--- src/rtl/inv_alu_pkg.sv ---
package inv_alu_pkg;

   // control word layout: {invert A, invert B, result leg}
   typedef struct packed {
      logic       inv_a;
      logic       inv_b;
      logic [1:0] leg;
   } alu_ctrl_t;

   localparam logic [1:0] LEG_AND  = 2'b00;
   localparam logic [1:0] LEG_OR   = 2'b01;
   localparam logic [1:0] LEG_SUM  = 2'b10;
   localparam logic [1:0] LEG_LESS = 2'b11;

   localparam logic [3:0] CW_AND = 4'b0000;
   localparam logic [3:0] CW_OR  = 4'b0001;
   localparam logic [3:0] CW_ADD = 4'b0010;
   localparam logic [3:0] CW_SUB = 4'b0110;
   localparam logic [3:0] CW_SLT = 4'b0111;
   localparam logic [3:0] CW_NOR = 4'b1100;

   localparam logic [1:0] CLS_MEM    = 2'b00;
   localparam logic [1:0] CLS_BRANCH = 2'b01;
   localparam logic [1:0] CLS_FUNC   = 2'b10;

   localparam logic [5:0] FN_ADD = 6'h20;
   localparam logic [5:0] FN_SUB = 6'h22;
   localparam logic [5:0] FN_AND = 6'h24;
   localparam logic [5:0] FN_OR  = 6'h25;
   localparam logic [5:0] FN_NOR = 6'h27;
   localparam logic [5:0] FN_SLT = 6'h2A;

endpackage

--- src/rtl/inv_alu_decode.sv ---
module inv_alu_decode
   import inv_alu_pkg::*;
(
   input  logic [1:0] op_class,
   input  logic [5:0] funct,
   output alu_ctrl_t  ctrl
);

   logic [3:0] word;

   always_comb begin
      word = CW_ADD;
      unique case (op_class)
         CLS_MEM:    word = CW_ADD;
         CLS_BRANCH: word = CW_SUB;
         CLS_FUNC: begin
            case (funct)
               FN_ADD:  word = CW_ADD;
               FN_SUB:  word = CW_SUB;
               FN_AND:  word = CW_AND;
               FN_OR:   word = CW_OR;
               FN_NOR:  word = CW_NOR;
               FN_SLT:  word = CW_SLT;
               default: word = CW_ADD;
            endcase
         end
         default:    word = CW_ADD;
      endcase
   end

   assign ctrl = word;

   // only the six legal words ever leave the decoder
   always_comb begin
      assert_legal_word_R1: assert (ctrl == CW_AND || ctrl == CW_OR || ctrl == CW_ADD ||
                                    ctrl == CW_SUB || ctrl == CW_SLT || ctrl == CW_NOR)
         else $error("illegal control word %b", ctrl);
   end

endmodule

--- src/rtl/inv_alu_operand.sv ---
module inv_alu_operand
   import inv_alu_pkg::*;
#(
   parameter int WIDTH = 32
) (
   input  logic [WIDTH-1:0] opa,
   input  logic [WIDTH-1:0] opb,
   input  alu_ctrl_t        ctrl,
   output logic [WIDTH-1:0] gen,
   output logic [WIDTH-1:0] prop,
   output logic             cin
);

   logic [WIDTH-1:0] a_eff;
   logic [WIDTH-1:0] b_eff;

   genvar i;
   generate
      for (i = 0; i < WIDTH; i++) begin : g_bit
         assign a_eff[i] = opa[i] ^ ctrl.inv_a;
         assign b_eff[i] = opb[i] ^ ctrl.inv_b;
         assign gen[i]   = a_eff[i] & b_eff[i];
         assign prop[i]  = a_eff[i] ^ b_eff[i];
      end
   endgenerate

   // inverting B plus a carry-in of one forms the two's complement
   assign cin = ctrl.inv_b;

endmodule

--- src/rtl/inv_alu_carry.sv ---
module inv_alu_carry #(
   parameter int WIDTH = 32,
   parameter int GROUP = 4
) (
   input  logic [WIDTH-1:0] gen,
   input  logic [WIDTH-1:0] prop,
   input  logic             cin,
   output logic [WIDTH:0]   carry
);

   localparam int NGRP = (GROUP > 1) ? WIDTH / GROUP : WIDTH;

   generate
      if (WIDTH < 2) begin : g_chk_width
         $error("inv_alu_carry: WIDTH must be at least 2");
      end
      if (GROUP < 1) begin : g_chk_group
         $error("inv_alu_carry: GROUP must be at least 1");
      end
      if (GROUP > 1 && (WIDTH % GROUP) != 0) begin : g_chk_div
         $error("inv_alu_carry: WIDTH must be a multiple of GROUP");
      end
   endgenerate

   assign carry[0] = cin;

   genvar i, k, j;
   generate
      if (GROUP <= 1) begin : g_ripple
         for (i = 0; i < WIDTH; i++) begin : g_bit
            assign carry[i+1] = gen[i] | (prop[i] & carry[i]);
         end
      end else begin : g_grouped
         logic [NGRP:0] gcar;
         assign gcar[0] = cin;
         for (k = 0; k < NGRP; k++) begin : g_grp
            logic [GROUP:0] gg;
            logic [GROUP:0] pp;
            assign gg[0] = 1'b0;
            assign pp[0] = 1'b1;
            for (j = 0; j < GROUP; j++) begin : g_term
               assign gg[j+1] = gen[k*GROUP+j] | (prop[k*GROUP+j] & gg[j]);
               assign pp[j+1] = pp[j] & prop[k*GROUP+j];
            end
            // group carry skips over the bits of the group
            assign gcar[k+1] = gg[GROUP] | (pp[GROUP] & gcar[k]);
            assign carry[(k+1)*GROUP] = gcar[k+1];
            // inner bits ripple from the group carry-in
            for (j = 0; j < GROUP - 1; j++) begin : g_inner
               assign carry[k*GROUP+j+1] = gen[k*GROUP+j] | (prop[k*GROUP+j] & carry[k*GROUP+j]);
            end
         end
      end
   endgenerate

endmodule

--- src/rtl/inv_alu_result.sv ---
module inv_alu_result
   import inv_alu_pkg::*;
#(
   parameter int WIDTH = 32
) (
   input  alu_ctrl_t        ctrl,
   input  logic [WIDTH-1:0] gen,
   input  logic [WIDTH-1:0] prop,
   input  logic [WIDTH:0]   carry,
   output logic [WIDTH-1:0] result,
   output logic             zero,
   output logic             carry_out,
   output logic             overflow
);

   logic [WIDTH-1:0] sum;
   logic             ovf_raw;
   logic             less;

   assign sum     = prop ^ carry[WIDTH-1:0];
   assign ovf_raw = carry[WIDTH] ^ carry[WIDTH-1];
   // sign of the difference, corrected when the difference overflowed
   assign less    = sum[WIDTH-1] ^ ovf_raw;

   always_comb begin
      unique case (ctrl.leg)
         LEG_AND:  result = gen;
         LEG_OR:   result = gen | prop;
         LEG_SUM:  result = sum;
         LEG_LESS: result = {{(WIDTH-1){1'b0}}, less};
         default:  result = '0;
      endcase
   end

   assign zero      = ~|result;
   assign carry_out = (ctrl.leg == LEG_SUM) & carry[WIDTH];
   assign overflow  = (ctrl.leg == LEG_SUM) & ovf_raw;

   // the less-than leg never drives upper result bits
   always_comb begin
      if (ctrl.leg == LEG_LESS) begin
         assert_slt_upper_clear_R7: assert (result[WIDTH-1:1] == '0)
            else $error("set-less-than upper bits not clear");
      end
   end

endmodule

--- src/rtl/inv_alu.sv ---
module inv_alu
   import inv_alu_pkg::*;
#(
   parameter int WIDTH       = 32,
   parameter int CARRY_GROUP = 4
) (
   input  logic [1:0]       op_class,
   input  logic [5:0]       funct,
   input  logic [WIDTH-1:0] opa,
   input  logic [WIDTH-1:0] opb,
   output logic [3:0]       ctrl_word,
   output logic [WIDTH-1:0] result,
   output logic             zero,
   output logic             carry_out,
   output logic             overflow
);

   alu_ctrl_t        ctrl;
   logic [WIDTH-1:0] gen;
   logic [WIDTH-1:0] prop;
   logic             cin;
   logic [WIDTH:0]   carry;

   inv_alu_decode u_decode (
      .op_class (op_class),
      .funct    (funct),
      .ctrl     (ctrl)
   );

   inv_alu_operand #(.WIDTH(WIDTH)) u_operand (
      .opa  (opa),
      .opb  (opb),
      .ctrl (ctrl),
      .gen  (gen),
      .prop (prop),
      .cin  (cin)
   );

   inv_alu_carry #(.WIDTH(WIDTH), .GROUP(CARRY_GROUP)) u_carry (
      .gen   (gen),
      .prop  (prop),
      .cin   (cin),
      .carry (carry)
   );

   inv_alu_result #(.WIDTH(WIDTH)) u_result (
      .ctrl      (ctrl),
      .gen       (gen),
      .prop      (prop),
      .carry     (carry),
      .result    (result),
      .zero      (zero),
      .carry_out (carry_out),
      .overflow  (overflow)
   );

   assign ctrl_word = ctrl;

   // operand-level checks across decoder, carry network and result selector
   always_comb begin
      if (ctrl_word == CW_ADD) begin
         assert_add_sum_R5: assert (result == opa + opb)
            else $error("add result mismatch");
      end
      if (ctrl_word == CW_SUB) begin
         assert_sub_diff_R6: assert (result == opa - opb)
            else $error("subtract result mismatch");
         assert_beq_zero_R8: assert (zero == (opa == opb))
            else $error("zero flag disagrees with operand equality");
      end
      if (ctrl_word[1] == 1'b0 || ctrl_word[0] == 1'b1) begin
         assert_flags_quiet_R9: assert (!overflow && !carry_out)
            else $error("flags raised outside the adder leg");
      end
   end

endmodule

--- config.mk ---
export PLATFORM = sky130hd
export DESIGN_NAME = inv_alu
export DESIGN_NICKNAME = d
export VERILOG_FILES = /design/src/rtl/inv_alu_pkg.sv /design/src/rtl/inv_alu_decode.sv /design/src/rtl/inv_alu_operand.sv /design/src/rtl/inv_alu_carry.sv /design/src/rtl/inv_alu_result.sv /design/src/rtl/inv_alu.sv
export SDC_FILE = /design/constraint.sdc
export NUM_CORES = 1
export LEC_CHECK = 0
export BUFFER_PORTS_ARGS = -buffer_cell sky130_fd_sc_hd__buf_2
export CELL_PAD_IN_SITES_DETAIL_PLACEMENT = 2
export CELL_PAD_IN_SITES_GLOBAL_PLACEMENT = 2
export CORE_UTILIZATION = 30
export DETAILED_ROUTE_END_ITERATION = 12
export GPL_TIMING_DRIVEN = 0
export PLACE_DENSITY_LB_ADDON = 0.1
export SYNTH_ARGS = -nofsm -noshare
export SYNTH_HDL_FRONTEND = slang
export SYNTH_HIERARCHICAL = 1
export SYNTH_SLANG_ARGS = --single-unit
--- constraint.sdc ---
create_clock -name vclk -period 6.5
set_input_delay 0.325 -clock vclk [all_inputs]
set_output_delay 0.325 -clock vclk [all_outputs]
set_load 0.03 [all_outputs]
==> results.yml <==
run_status:
  status: "finished, final reports clean"
finish:
  multiInputGateArea_sq_um: 2386
  clock_buffers: 0
  syn_to_final_growth_pct: 25.86
  n_fill_cell: 1076
  antenna-diode-count: 0
  flops_and_latches: 0
  ff_latch_area_sq_um: 0
  drive_above_1_share_pct: 31.18
  nNetsFinal: 557
power:
  clock_power_share_pct: 0
  power_leakage_nw: 1.803
  seq_power_share_pct: 0
  combPwrFrac_pct: 100.0
  cellPowerDensity_nw_per_um2: 191.1
  swShare_pct: 63.45
  switchingPower_w: 0.0004055
  p_int_w: 0.0002335
  ir_drop_uv: 81.85
critical_path:
  crit_path_start_kind: "primary input"
  worstSetupPathType: "primary input to output port"
  cp_max_fo: 10
  cp.required_ns: 6.17
  end_kind: "output port"
  critPathArrivalTime_ns: 5.79
grt:
  grt_pass1_wl_um: 16110
  gr-usage-all-layers_pct: 22.40
  grt_pass1_vias: 3129
  antenna_found_initial: 0
  grt_max_degree: 11
  overflow: 0
timing:
  tightest_slew_ns: 0.7021
  fin_ws_ns: 0.3835
  setup_viol: 0
  maxSlewViolCount: 0
  rsz0062_at_grt: "false"
  max_freq_mhz: 163.5
  post-route-period-util_pct: 94.10
  maxSlewHeadroom_pct: 53.19
  finalSetupTns_ns: 0
  min_period_ns: 6.116
  hold_viol_final: 0
  whs_ns: 1.066
routing:
  dr.pass1.iters: 4
  wl_per_cell_um: 18.74
  ant_nets: 0
  drc_errors: 0
  vias: 2952
  first_iter_violations: 85
  finalWirelength_um: 10380
  via_per_inst: 5.329
yosys:
  syn-cell-area_sq_um: 2656
  synth_most_common_cell: "xor2_1"
  netlist_instances: 338
  synthDistinctLibCells: 45
  netlist_top_cells_area: "xor2_1 21%, ha_1 16%, xnor2_1 11%"
  synth_nets: 444
  syn_area_per_cell_sq_um: 7.859
  netlist_top_cells_count: "64 x xor2_1, 43 x a21oi_1, 34 x ha_1, 34 x xnor2_1, 27 x o22ai_1"
  synth.largest_area_cell: "xor2_1"
  yosys_warnings: 6
  ys_seq_area_share_pct: 0
  yosys.area.top_type_share_pct: 21.10
flow_run:
  maxCapViolCount: 0
floorplanning:
  die_w_um: 96.10
  std_cell_rows: 33
  ios: 111
  placeableCoreArea_sq_um: 8382
  dieArea_sq_um: 9234
  die_h_um: 96.10
  start_util_pct: 31.69
clock_tree:
  ctsResizeCount: 0
  cts_setup_buffers: 0
  cts_hold_buf: 0
min_path:
  hold_class: "primary input to output port"
placed_design:
  hpwl_um: 8826
  place_congestion: 0.7988
  port_buffers: 111
  pre_cts_ws_ns: 0.3785
[worst max-delay path: stages]
cell      delay (ns)
buf_2           0.11
inv_1           0.05
ha_1            0.19
nand3_1         0.12
o31ai_1         0.46
buf_6           0.22
buf_12          0.15
xor2_1          0.24
ha_1            0.34
a21o_1          0.21
a221o_1         0.42
a221oi_2        0.46
or4b_1          0.25
a31oi_1         0.18
o41a_1          0.41
a221o_1         0.32
xnor2_1         0.19
o22ai_1         0.16
nor4_1          0.25
nand4_1         0.16
nor4_2          0.33
buf_2           0.26
[stage by stage]
| step | util, % | instance area, sq um | std cells | total power, W |
|---|---|---|---|---|
| finish | 39.89 | 3343 | 554 | 0.0006390 |
| global route | 39.89 | 3343 | 554 | 0.0006888 |
| CTS | 39.89 | 3343 | 554 | 0.0006419 |
| detailed placement | 39.89 | 3343 | 554 | 0.0006383 |
| global placement | 39.89 | 3343 | 554 | 0.0006210 |
| floorplan | - | 2656 | 338 | 0.0004560 |
[placed cells by master, fill, tap and decap left out, types with 6 or more instances in the layout]
| cell | n |
|---|---|
| buf_12 | 6 |
| a21o_1 | 24 |
| o22ai_1 | 27 |
| buf_2 | 114 |
| nor4_1 | 7 |
| nand2_1 | 14 |
| nor2_1 | 7 |
| xnor2_1 | 34 |
| a21oi_1 | 43 |
| ha_1 | 34 |
| xor2_1 | 64 |
| inv_1 | 9 |
| o21ai_0 | 7 |
[path summary, 6_finish.rpt]
path	end	start	cells after the start	slack, ns
setup / recovery	zero	op_class[0]	22	0.38
hold / removal	ctrl_word[3]	funct[0]	4	1.07
[area by class of cell]
cell class / count / share of cell area (%)
inverter: 9 / 1.010
multi-input combinational: 307 / 71.37
tap: 105 / 3.930
buffer: 22 / 7.073
timing repair buffer: 111 / 16.62
[logic make-up (layout without fill, tap and decap cells)]
group,count (synthesis),after routing,share of synthesized area [%]
compound gates,120,120,29.58
xor+xnor,98,98,32.31
fa+ha+maj,34,34,16.02
buf+inv,31,142,10.17
simple gates,55,55,11.92
[power by group through the flow]
stage	clock network [W]	registers, W	logic, W
6_report	0	0	0.000639
5_1_grt	0	0	0.000689
4_1_cts	0	0	0.000642
3_5_place_dp	0	0	0.000638
3_3_place_gp	0	0	0.000621
2_1_floorplan	0	0	0.000456
[routing by layer]
metal	GRT usage, %	vias to the layer above	share of wire [%]
li1	-	1458	-
met2	42.02	76	49
met5	0	-	0
met4	0.3731	0	0.22
met1	29.96	1416	47
met3	0.3949	2	3.8
Note: power is estimated with default switching activity, not from simulation.
